<file path="config.mk">
export PLATFORM = sky130hd
export DESIGN_NAME = pullup_delay_ctrl
export DESIGN_NICKNAME = d
export VERILOG_FILES = /design/src/rtl/pud_pkg.sv /design/src/rtl/pud_sync.sv /design/src/rtl/pud_edge_det.sv /design/src/rtl/pud_timer.sv /design/src/rtl/pullup_delay_ctrl.sv
export SDC_FILE = /design/constraint.sdc
export NUM_CORES = 1
export LEC_CHECK = 0
export BUFFER_PORTS_ARGS = -buffer_cell sky130_fd_sc_hd__buf_2
export CAP_MARGIN = 10
export CELL_PAD_IN_SITES_DETAIL_PLACEMENT = 0
export CELL_PAD_IN_SITES_GLOBAL_PLACEMENT = 2
export CORE_ASPECT_RATIO = 0.8
export CORE_MARGIN = 3
export CORE_UTILIZATION = 38
export CTS_CLUSTER_DIAMETER = 120
export DETAILED_ROUTE_END_ITERATION = 16
export PLACE_DENSITY = 0.72
export SYNTH_ARGS = -nofsm -noshare
export SYNTH_HDL_FRONTEND = slang
export SYNTH_SLANG_ARGS = --single-unit
</file>
<file path="constraint.sdc">
create_clock -name clk -period 2.1 [get_ports clk]
set_input_delay 0.105 -clock clk [delete_from_list [all_inputs] [get_ports clk]]
set_output_delay 0.105 -clock clk [all_outputs]
set_load 0.005 [all_outputs]
</file>
<file path="src/rtl/pud_pkg.sv">
package pud_pkg;

    // Controller states for the pullup enable
    typedef enum logic {
        ST_FLOAT = 1'b0,
        ST_DRIVE = 1'b1
    } pud_state_e;

endpackage

</file>
<file path="src/rtl/pud_sync.sv">
// Multi-stage synchroniser for an asynchronous level.
module pud_sync #(
    parameter int STAGES = 2
) (
    input  logic clk,
    input  logic rst_n,
    input  logic d_async,
    output logic q_sync
);
    logic [STAGES-1:0] chain;

    generate
        for (genvar i = 0; i < STAGES; i++) begin : g_stage
            if (i == 0) begin : g_first
                always_ff @(posedge clk or negedge rst_n) begin
                    if (!rst_n) chain[0] <= 1'b0;
                    else        chain[0] <= d_async;
                end
            end else begin : g_next
                always_ff @(posedge clk or negedge rst_n) begin
                    if (!rst_n) chain[i] <= 1'b0;
                    else        chain[i] <= chain[i-1];
                end
            end
        end
    endgenerate

    assign q_sync = chain[STAGES-1];
endmodule

</file>
<file path="src/rtl/pud_edge_det.sv">
// Both-edge detector on a synchronised level, suppressed until the
// synchroniser and the history register carry real samples.
module pud_edge_det #(
    parameter int STAGES = 2
) (
    input  logic clk,
    input  logic rst_n,
    input  logic level,
    output logic toggle
);
    localparam int PRIME_W = STAGES + 1;

    logic               level_prev;
    logic [PRIME_W-1:0] prime_sr;

    always_ff @(posedge clk or negedge rst_n) begin
        if (!rst_n) begin
            level_prev <= 1'b0;
            prime_sr   <= '0;
        end else begin
            level_prev <= level;
            prime_sr   <= {prime_sr[PRIME_W-2:0], 1'b1};
        end
    end

    assign toggle = prime_sr[PRIME_W-1] & (level ^ level_prev);
endmodule

</file>
<file path="src/rtl/pud_timer.sv">
// Saturating delay counter with synchronous clear.
module pud_timer #(
    parameter int LIMIT = 720000,
    parameter int CNT_W = $clog2(LIMIT + 1)
) (
    input  logic             clk,
    input  logic             rst_n,
    input  logic             clear,
    output logic             expired,
    output logic [CNT_W-1:0] count
);
    localparam logic [CNT_W-1:0] TERMINAL = CNT_W'(LIMIT);

    always_ff @(posedge clk or negedge rst_n) begin
        if (!rst_n)                 count <= '0;
        else if (clear)             count <= '0;
        else if (count != TERMINAL) count <= count + 1'b1;
    end

    assign expired = (count == TERMINAL);
endmodule

</file>
<file path="src/rtl/pullup_delay_ctrl.sv">
module pullup_delay_ctrl
    import pud_pkg::*;
#(
    parameter int DELAY_CYCLES = 720000,
    parameter int SYNC_STAGES  = 2
) (
    input  logic clk,
    input  logic rst_n,
    input  logic pwr_sel,
    output logic pu_drive,
    output logic pu_oe
);
    localparam int CNT_W = $clog2(DELAY_CYCLES + 1);

    logic             sel_sync;
    logic             restart;
    logic             timer_done;
    logic [CNT_W-1:0] count;
    pud_state_e       state_q;
    pud_state_e       state_d;

    pud_sync #(.STAGES(SYNC_STAGES)) u_sync (
        .clk     (clk),
        .rst_n   (rst_n),
        .d_async (pwr_sel),
        .q_sync  (sel_sync)
    );

    pud_edge_det #(.STAGES(SYNC_STAGES)) u_edge (
        .clk    (clk),
        .rst_n  (rst_n),
        .level  (sel_sync),
        .toggle (restart)
    );

    pud_timer #(.LIMIT(DELAY_CYCLES), .CNT_W(CNT_W)) u_timer (
        .clk     (clk),
        .rst_n   (rst_n),
        .clear   (restart),
        .expired (timer_done),
        .count   (count)
    );

    // Next-state logic: a restart always takes priority over expiry
    always_comb begin
        state_d = state_q;
        unique case (state_q)
            ST_FLOAT: begin
                if (!restart && timer_done) state_d = ST_DRIVE;   // FLOAT_TO_DRIVE
            end
            ST_DRIVE: begin
                if (restart) state_d = ST_FLOAT;                  // DRIVE_TO_FLOAT
            end
        endcase
    end

    // State register
    always_ff @(posedge clk or negedge rst_n) begin
        if (!rst_n) state_q <= ST_FLOAT;
        else        state_q <= state_d;
    end

    // Outputs
    always_comb begin
        pu_oe    = 1'b0;
        pu_drive = 1'b0;
        unique case (state_q)
            ST_FLOAT: begin
                pu_oe    = 1'b0;
                pu_drive = 1'b0;
            end
            ST_DRIVE: begin
                pu_oe    = 1'b1;
                pu_drive = 1'b1;
            end
        endcase
    end
endmodule

</file>
== After elaboration in Yosys (flattened, before gate mapping) ==
Index checks and enable logic that the tools add are counted.
Operators by class
  reductions and logical operators: 3
  muxes and demuxes: 6
  equality and inequality tests: 2
  shift-type cells: 0
  bitwise logic cells: 3
  multiply operators: 0
  $add $sub $neg: 1
  $lt $le $gt $ge: 0
  div/mod/pow operators: 0
Operator list (count)
  $mux 20: 2
  $add 20x1->20 const B: 1
  $eq 20x20->1 const B: 1
  $ne 20x20->1 const B: 1
  $pmux 1 s2: 2
  $mux 1: 2
  $reduce_bool 2->1: 1
  $and 1x1->1: 1
  $logic_and 1x1->1: 1
  $logic_not 1->1: 1
  $not 1->1: 1
  $xor 1x1->1: 1
Storage, ports and cells
  bits in writable memories: 0
  memory bits (read-only): 0
  logic and storage cells: 21
  output and inout port bits: 2
  register bits after elaboration: 27
  memories: 0
  bits in latches: 0
  input bits: 3

== Depth between registers and ports, before layout ==
Gate-level depths: netlist of the first run.
  depth after elaboration: 6
  mapped depth: 6
  depth with buffers taken out: 6

== By module ==
From an unflattened synthesis of the first run, not the netlist that was laid out.
Unflattened totals
  cell total of the unflattened synthesis: 132
  area total of the unflattened synthesis: 1322.5 um^2
By module, submodules not included
  pud_timer: instances 1, area an instance 1111.1 um^2, sequential area each 500.5 um^2, cells an instance 120
  pud_edge_det: instances 1, area an instance 118.9 um^2, sequential area each 100.1 um^2, cells an instance 7
  pud_sync: instances 1, area an instance 50.0 um^2, sequential area each 50.0 um^2, cells an instance 2
  pullup_delay_ctrl: instances 1, area an instance 42.5 um^2, sequential area each 25.0 um^2, cells an instance 3

== Worst setup path after synthesis of the first run ==
Ideal clock, no wire load.
  kind: flip-flop to flip-flop
  start point: register u_timer.count[5]
  end point: register u_timer.count[19]
  library setup time: 0.078 ns
  slack: 0.276 ns
  arrival: 1.747 ns
  buffers on the path: 1
  data required time: 2.022 ns
  cell stages (with the launch flop): 6
  clock period less this slack: 1.824 ns
  cell sequence: dfrtp_1 > nand3_2 > or4_1 > buf_2 > or4_1 > a21oi_1
Between the ends
  word-level cells in the longest chain between the ends: 3
  elaborated cells between the ends (all ways): 5
  classes of those cells: 1 x add/sub; 1 x eq/ne; 2 x mux; 1 x reduce/logical
RTL lines
  start, declared: line pud_timer.sv:10  | output logic [CNT_W-1:0] count
  start signal, assigned: line pud_timer.sv:17  | else if (count != TERMINAL) count <= count + 1'b1;
  $add 20x1->20: line pud_timer.sv:17
  $mux 20: line pud_timer.sv:17
  $mux 20: line pud_timer.sv:16  | else if (clear) count <= '0;
Parallel ways exist; a longest one is shown, timed or not. The select of a mux whose other input is x is not followed.
A chain may end at the register's enable or synchronous reset.

== Final worst setup path of the first run ==
  start point: register u_timer.count[2]
  end point: register u_timer.count[19]
Same word-level chain as after synthesis.

==> results of run 1 <==
## cells by family (layout without fill, tap and decap cells)
kind of cell / Yosys count / in the layout / synth area share
AO/OA/AOI/OAI: 22 / 22 / 0.0936
XOR/XNOR: 8 / 8 / 0.0546
adder cells (fa/ha/maj): 2 / 2 / 0.0195
buffers and inverters: 8 / 17 / 0.0273
flip-flops: 27 / 27 / 0.527
multiplexers: 2 / 2 / 0.0156
other: 1 / 1 / 0.00292
AND/OR/NAND/NOR: 59 / 59 / 0.260
## cells in the final DEF, fill, tap and decap left out, types with 3 or more instances in the layout
cell type,synthesis,layout
and3_1,3,3
nand2_1,9,9
o21ai_0,7,7
dfrtp_1,27,26
clkbuf_8,0,3
nor2_1,9,9
buf_2,1,4
xnor2_1,5,5
nand3_1,7,7
or4_1,3,3
xor2_1,3,3
buf_4,1,3
or3_1,3,3
nor4_1,3,3
inv_1,4,4
a21oi_1,11,11
nor3_1,5,5
nand4_1,4,4
## routing by layer
layer,wire (um),vias to the layer above
met5,0,-
met4,29,0
met3,78,4
met2,1150,13
met1,1340,476
li1,-,480
## registers in the layout (all words and copies together), names as in the netlist
| name | cells |
|---|---|
| state_q | 1 |
| u_edge.level_prev | 1 |
| u_edge.prime_sr | 3 |
| u_sync.chain | 1 |
| u_sync.q_sync | 1 |
| u_timer.count | 20 |
## metrics by stage
step | total power [mW] | area [um2]
6_report | 1.00 | 1430
5_1_grt | 1.07 | 1430
4_1_cts | 1.02 | 1420
3_5_place_dp | 0.714 | 1360
3_3_place_gp | 0.712 | 1360
2_1_floorplan | 0.674 | 1280
## where the power goes
| part | switching [mW] | internal (mW) | leakage [nW] |
|---|---|---|---|
| combinational | 0.0637 | 0.0467 | 0.224 |
| clock | 0.162 | 0.135 | 0.0217 |
| sequential | 0.0420 | 0.553 | 0.357 |
## path summary, 6_finish.rpt
path	slack, ns	startpoint	to
max in group asynchronous	1.31	rst_n	u_timer.count[5]
max reg2reg	0.14	u_timer.count[2]	u_timer.count[19]
min	0.36	u_edge.prime_sr[1]	u_edge.prime_sr[2]
min reg2reg	0.36	u_edge.prime_sr[1]	u_edge.prime_sr[2]
min in group asynchronous	0.37	rst_n	u_timer.count[13]
max	0.14	u_timer.count[2]	u_timer.count[19]
## area by class of cell
type / instances / area [um2] / area share
Clock buffer: 3 / 41.3 / 0.0290
Clock inverter: 1 / 7.51 / 0.00527
Inverter: 4 / 15.0 / 0.0105
Multi-Input combinational cell: 94 / 572 / 0.401
Sequential cell: 27 / 677 / 0.475
Tap cell: 40 / 50.0 / 0.0351
Timing Repair Buffer: 9 / 62.6 / 0.0439
## repair_timing
item / 4_1_cts / 5_1_grt
endpoints found under the hold margin: 28 / 0
endpoints found under the setup margin: 0 / 1
hold buffers: 2 / 0
gates resized for setup: 0 / 1
## worst max-delay path: stages, from the launching register on
cell and delay, ns:
dfrtp_1 0.46, nand2_2 0.12, or4_1 0.62, or4_1 0.51, a21oi_1 0.17
==> run_results.csv, run 1 <==
group,metric,value,unit
sta,finalSetupTns,0,ns
placement,pre_cts_ws,0.144,ns
floorplanning,die_w,71.0,um
routing,remaining_drc_errors,0,
cells_and_area,nNetsFinal,144,
worst_setup_path,start_kind,"flop",
logic_synthesis,synth_top_cell_by_area,"dfrtp_1",
global_route,grt_usage,0.143,
cells_and_area,diodes,0,
worst_setup_path,rr_worst_depth,4,
logic_synthesis,netlist.area_leader.share,0.527,
logic_synthesis,synth_edf_count,0,
floorplanning,die_height,58.0,um
routing,drt_first_iter_violations,32,
cells_and_area,final_cells,178,
cts,cts_sinks,27,
run_status,outcome,"finished clean",
logic_synthesis,synth.distinct_cells,33,
cts,path_clk_slew,0.09,ns
placement,dp.final_hpwl,1870,um
worst_setup_path,end_kind,"flop",
power_and_ir_drop,p_per_area,703,nW/um2
logic_synthesis,synth_common_cells,"dfrtp_1, a21oi_1, nand2_1, nor2_1",
worst_setup_path,crit_fanout,7,
power_and_ir_drop,p_leak,0.603,nW
global_route,grt_util_met3,0.0451,
sta,fin_crit,1.96,ns
sta,maxSlewHeadroom,0.598,
cts,cts_setup_buffers,0,
cells_and_area,syn2layout_area_growth,11.1,%
routing,via_per_inst,5.47,
logic_synthesis,ys_warn_count,0,
global_route,grt_util_met1,0.191,
floorplanning,core,3150,um2
global_route,busiest_layer,"met2",
sta,maxSlewViolCount,0,
routing,vias,973,
routing,final_antenna_net_count,0,
cts,clock_tree.buffer_depth,2,
cts,cts_tree,"yes",
logic_synthesis,syn_inst,129,
worst_setup_path,required,2.30,ns
global_route,grt_start_max_net_pins,28,
logic_synthesis,syn_area_per_cell,9.94,um2
global_route,grt_pass1_vias,990,
global_route,antenna_found_initial,0,
hold_path,min_path_type,"reg2reg",
cts,cts_buffers,3,
floorplanning,die_area,4110,um2
logic_synthesis,netlist_area,1280,um2
flow_run,cap_violations,0,
logic_synthesis,synth.area.top_cells,"dfrtp_1, a21oi_1, xnor2_1",
logic_synthesis,synth_ff_type,"dfrtp_1",
worst_setup_path,critPathKind,"reg2reg",
logic_synthesis,ys_seq_area_frac,0.527,
placement,place.gp.congestion,0.724,
cells_and_area,fin_util,0.452,
cts,htree_levels,1,
hold_path,whs_path_depth,0,
logic_synthesis,syn_nets,134,
cts,clk_latency,0.27,ns
sta,rsz0062_at_grt,"no",
cells_and_area,fillers,323,
placement,dp.cells,172,
sta,worstMarginPinSlew,0.603,ns
logic_synthesis,ys_ff_latch,27,
global_route,grtUsageMet2,0.226,
global_route,grt_first_pass_wirelength,4600,um
sta,setup_viol_count_final,0,
sta,fin_ws,0.143,ns
floorplanning,io_pins,5,
power_and_ir_drop,vdd_drop_max,407,uV
worst_setup_path,critPathArrivalTime,2.15,ns
floorplanning,start_util,0.407,
sta,max_freq,511,MHz
placement,io_buffers,4,
logic_synthesis,ys_async_sr_fraction,1.00,
routing,wl_per_cell,14.6,um
routing,drtPass1Iterations,4,
cts,clockRootBuffer,"clkbuf_8",
global_route,grt-ovfl-total,0,
sta,whs,0.359,ns
floorplanning,rows,18,
logic_synthesis,synth_most_common_cell,"dfrtp_1",
sta,fin_skew,0.00253,ns
sta,hold_violations,0,
routing,routed_wl,2600,um
sta,fin_crit_sh,0.932,
cells_and_area,drive_gt1_frac,0.116,
Note: power is estimated with default switching activity, not from simulation.
==> run 2, diff against run 1 <==
- RECOVER_POWER: not set -> 50
==> run 2 against run 1 <==
Via count unchanged. Maximum frequency unchanged. Register-to-register slack about the same. Clock-buffer cell count unchanged. Worst setup slack unchanged. Total power about the same. Critical endpoint unchanged.
==> run_results.csv, run 2 (synthesized netlist as in run 1, its figures left out) <==
group,metric,value,unit
sta,maxSlewViolCount,0,
routing,drt_first_iter_violations,32,
sta,worstMarginPinSlew,1.45,ns
cts,clk_latency,0.27,ns
global_route,grt_pass1_vias,990,
routing,final_antenna_net_count,0,
routing,wl_per_cell,14.6,um
sta,fin_crit,1.96,ns
sta,finalSetupTns,0,ns
cells_and_area,diodes,0,
flow_run,cap_violations,0,
placement,pre_cts_ws,0.144,ns
routing,remaining_drc_errors,0,
sta,max_freq,511,MHz
routing,vias,973,
cts,clock_tree.buffer_depth,2,
sta,setup_viol_count_final,0,
placement,place.gp.congestion,0.724,
worst_setup_path,critPathArrivalTime,2.15,ns
routing,routed_wl,2600,um
worst_setup_path,required,2.30,ns
cells_and_area,largestRegisters,"u_timer.count: 20 flops, u_edge.prime_sr: 3 flops",
cts,cts_sinks,27,
cts,cts_tree,"yes",
placement,io_buffers,4,
cells_and_area,drive_gt1_frac,0.109,
hold_path,min_path_type,"reg2reg",
cells_and_area,multi_input_area,572,um2
cts,path_clk_slew,0.09,ns
cells_and_area,syn2layout_area_growth,11.0,%
placement,dpl_cell_area,1360,um2
routing,drtPass1Iterations,4,
cells_and_area,register_area,677,um2
cts,clockRootBuffer,"clkbuf_8",
cells_and_area,fin_util,0.452,
worst_setup_path,cp_slowest_cell,"or4_1",
cts,htree_levels,1,
power_and_ir_drop,vdd_drop_max,407,uV
global_route,grt_first_pass_wirelength,4600,um
sta,fin_skew,0.00253,ns
worst_setup_path,cpPeakStageDelay,0.62,ns
global_route,antenna_found_initial,0,
global_route,grt_usage,0.143,
floorplanning,die_height,58.0,um
sta,hold_violations,0,
floorplanning,die_w,71.0,um
global_route,grt-ovfl-total,0,
cells_and_area,nNetsFinal,144,
cts,cts_setup_buffers,0,
worst_setup_path,critPathKind,"reg2reg",
floorplanning,core,3150,um2
worst_setup_path,end_kind,"flop",
cells_and_area,layout_commonest_cell,"dfrtp_1",
cells_and_area,largest_register_ffs,20,
cells_and_area,final_cell_mix,"dfrtp_1, a21oi_1, nor2_1, nand2_1",
cells_and_area,regMostFlops,"u_timer.count",
floorplanning,start_util,0.407,
placement,dp.final_hpwl,1870,um
cells_and_area,fillers,324,
worst_setup_path,crit_fanout,7,
floorplanning,die_area,4110,um2
global_route,grt_start_max_net_pins,28,
routing,via_per_inst,5.47,
cells_and_area,final_area,1420,um2
worst_setup_path,start_kind,"flop",
worst_setup_path,critPathMostFrequentCell,"or4_1",
sta,whs,0.359,ns
power_and_ir_drop,p_per_area,703,nW/um2
run_status,outcome,"finished clean",
cts,cts_buffers,3,
sta,maxSlewHeadroom,0.0356,
power_and_ir_drop,p_leak,0.600,nW
sta,fin_ws,0.143,ns
sta,fin_crit_sh,0.932,
floorplanning,io_pins,5,
sta,rsz0062_at_grt,"no",
worst_setup_path,path_cells,"nand2_2, or4_1, or4_1, a21oi_1",
floorplanning,rows,18,
## run 2: cell types whose count changed in the layout (fill, tap and decap cells not counted)
cell      delta
clkbuf_1     +1
buf_2        -1
## run 2: area by class of cell
| class | instances | area share |
|---|---|---|
| flip-flops and latches | 27 | 0.475 |
| inverters | 4 | 0.0105 |
| clock inverters | 1 | 0.00527 |
| multi-input cells | 94 | 0.402 |
| well taps | 40 | 0.0351 |
| clock buffers | 3 | 0.0290 |
| repair buffers | 9 | 0.0431 |
## run 2: power breakdown
part,leakage [nW],internal (mW),switching [mW]
logic,0.221,0.0465,0.0637
clock network,0.0217,0.135,0.162
registers,0.357,0.553,0.0420
## run 2: metrics by stage
stage | instances | power [mW]
after global placement | 172 | 0.712
after CTS | 178 | 1.02
after floorplan | 129 | 0.674
after global routing | 178 | 1.07
final | 178 | 1.00
after detailed placement | 172 | 0.714
## run 2: layer usage
layer | up-vias | global-route usage | share of wire
li1 | 480 | - | -
met1 | 476 | 0.191 | 0.51
met2 | 13 | 0.226 | 0.44
met3 | 4 | 0.0451 | 0.030
met4 | 0 | 0.0429 | 0.011
met5 | - | 0 | 0
## run 2: path summary, 6_finish.rpt
| path | from | to | depth (start not counted) | slack (ns) |
|---|---|---|---|---|
| setup / recovery | u_timer.count[2] | u_timer.count[19] | 4 | 0.14 |
| max in group asynchronous | rst_n | u_timer.count[5] | 2 | 0.46 |
| setup reg to reg | u_timer.count[2] | u_timer.count[19] | 4 | 0.14 |
| min in group asynchronous | rst_n | u_timer.count[13] | 2 | 0.70 |
| hold reg to reg | u_edge.prime_sr[1] | u_edge.prime_sr[2] | 0 | 0.36 |
| hold / removal | u_edge.prime_sr[1] | u_edge.prime_sr[2] | 0 | 0.36 |
## run 2: critical path, delay by kind of cell (launching register included)
family          cells  cell delay (ns)
simple gates        3             1.25
flops               1             0.46
compound gates      1             0.17
## run 2: timing repair
item / CTS / global route
setup endpoints to repair: 0 / 1
hold endpoints to repair: 28 / 0
gates resized for setup: 0 / 1
hold buffers: 2 / 0
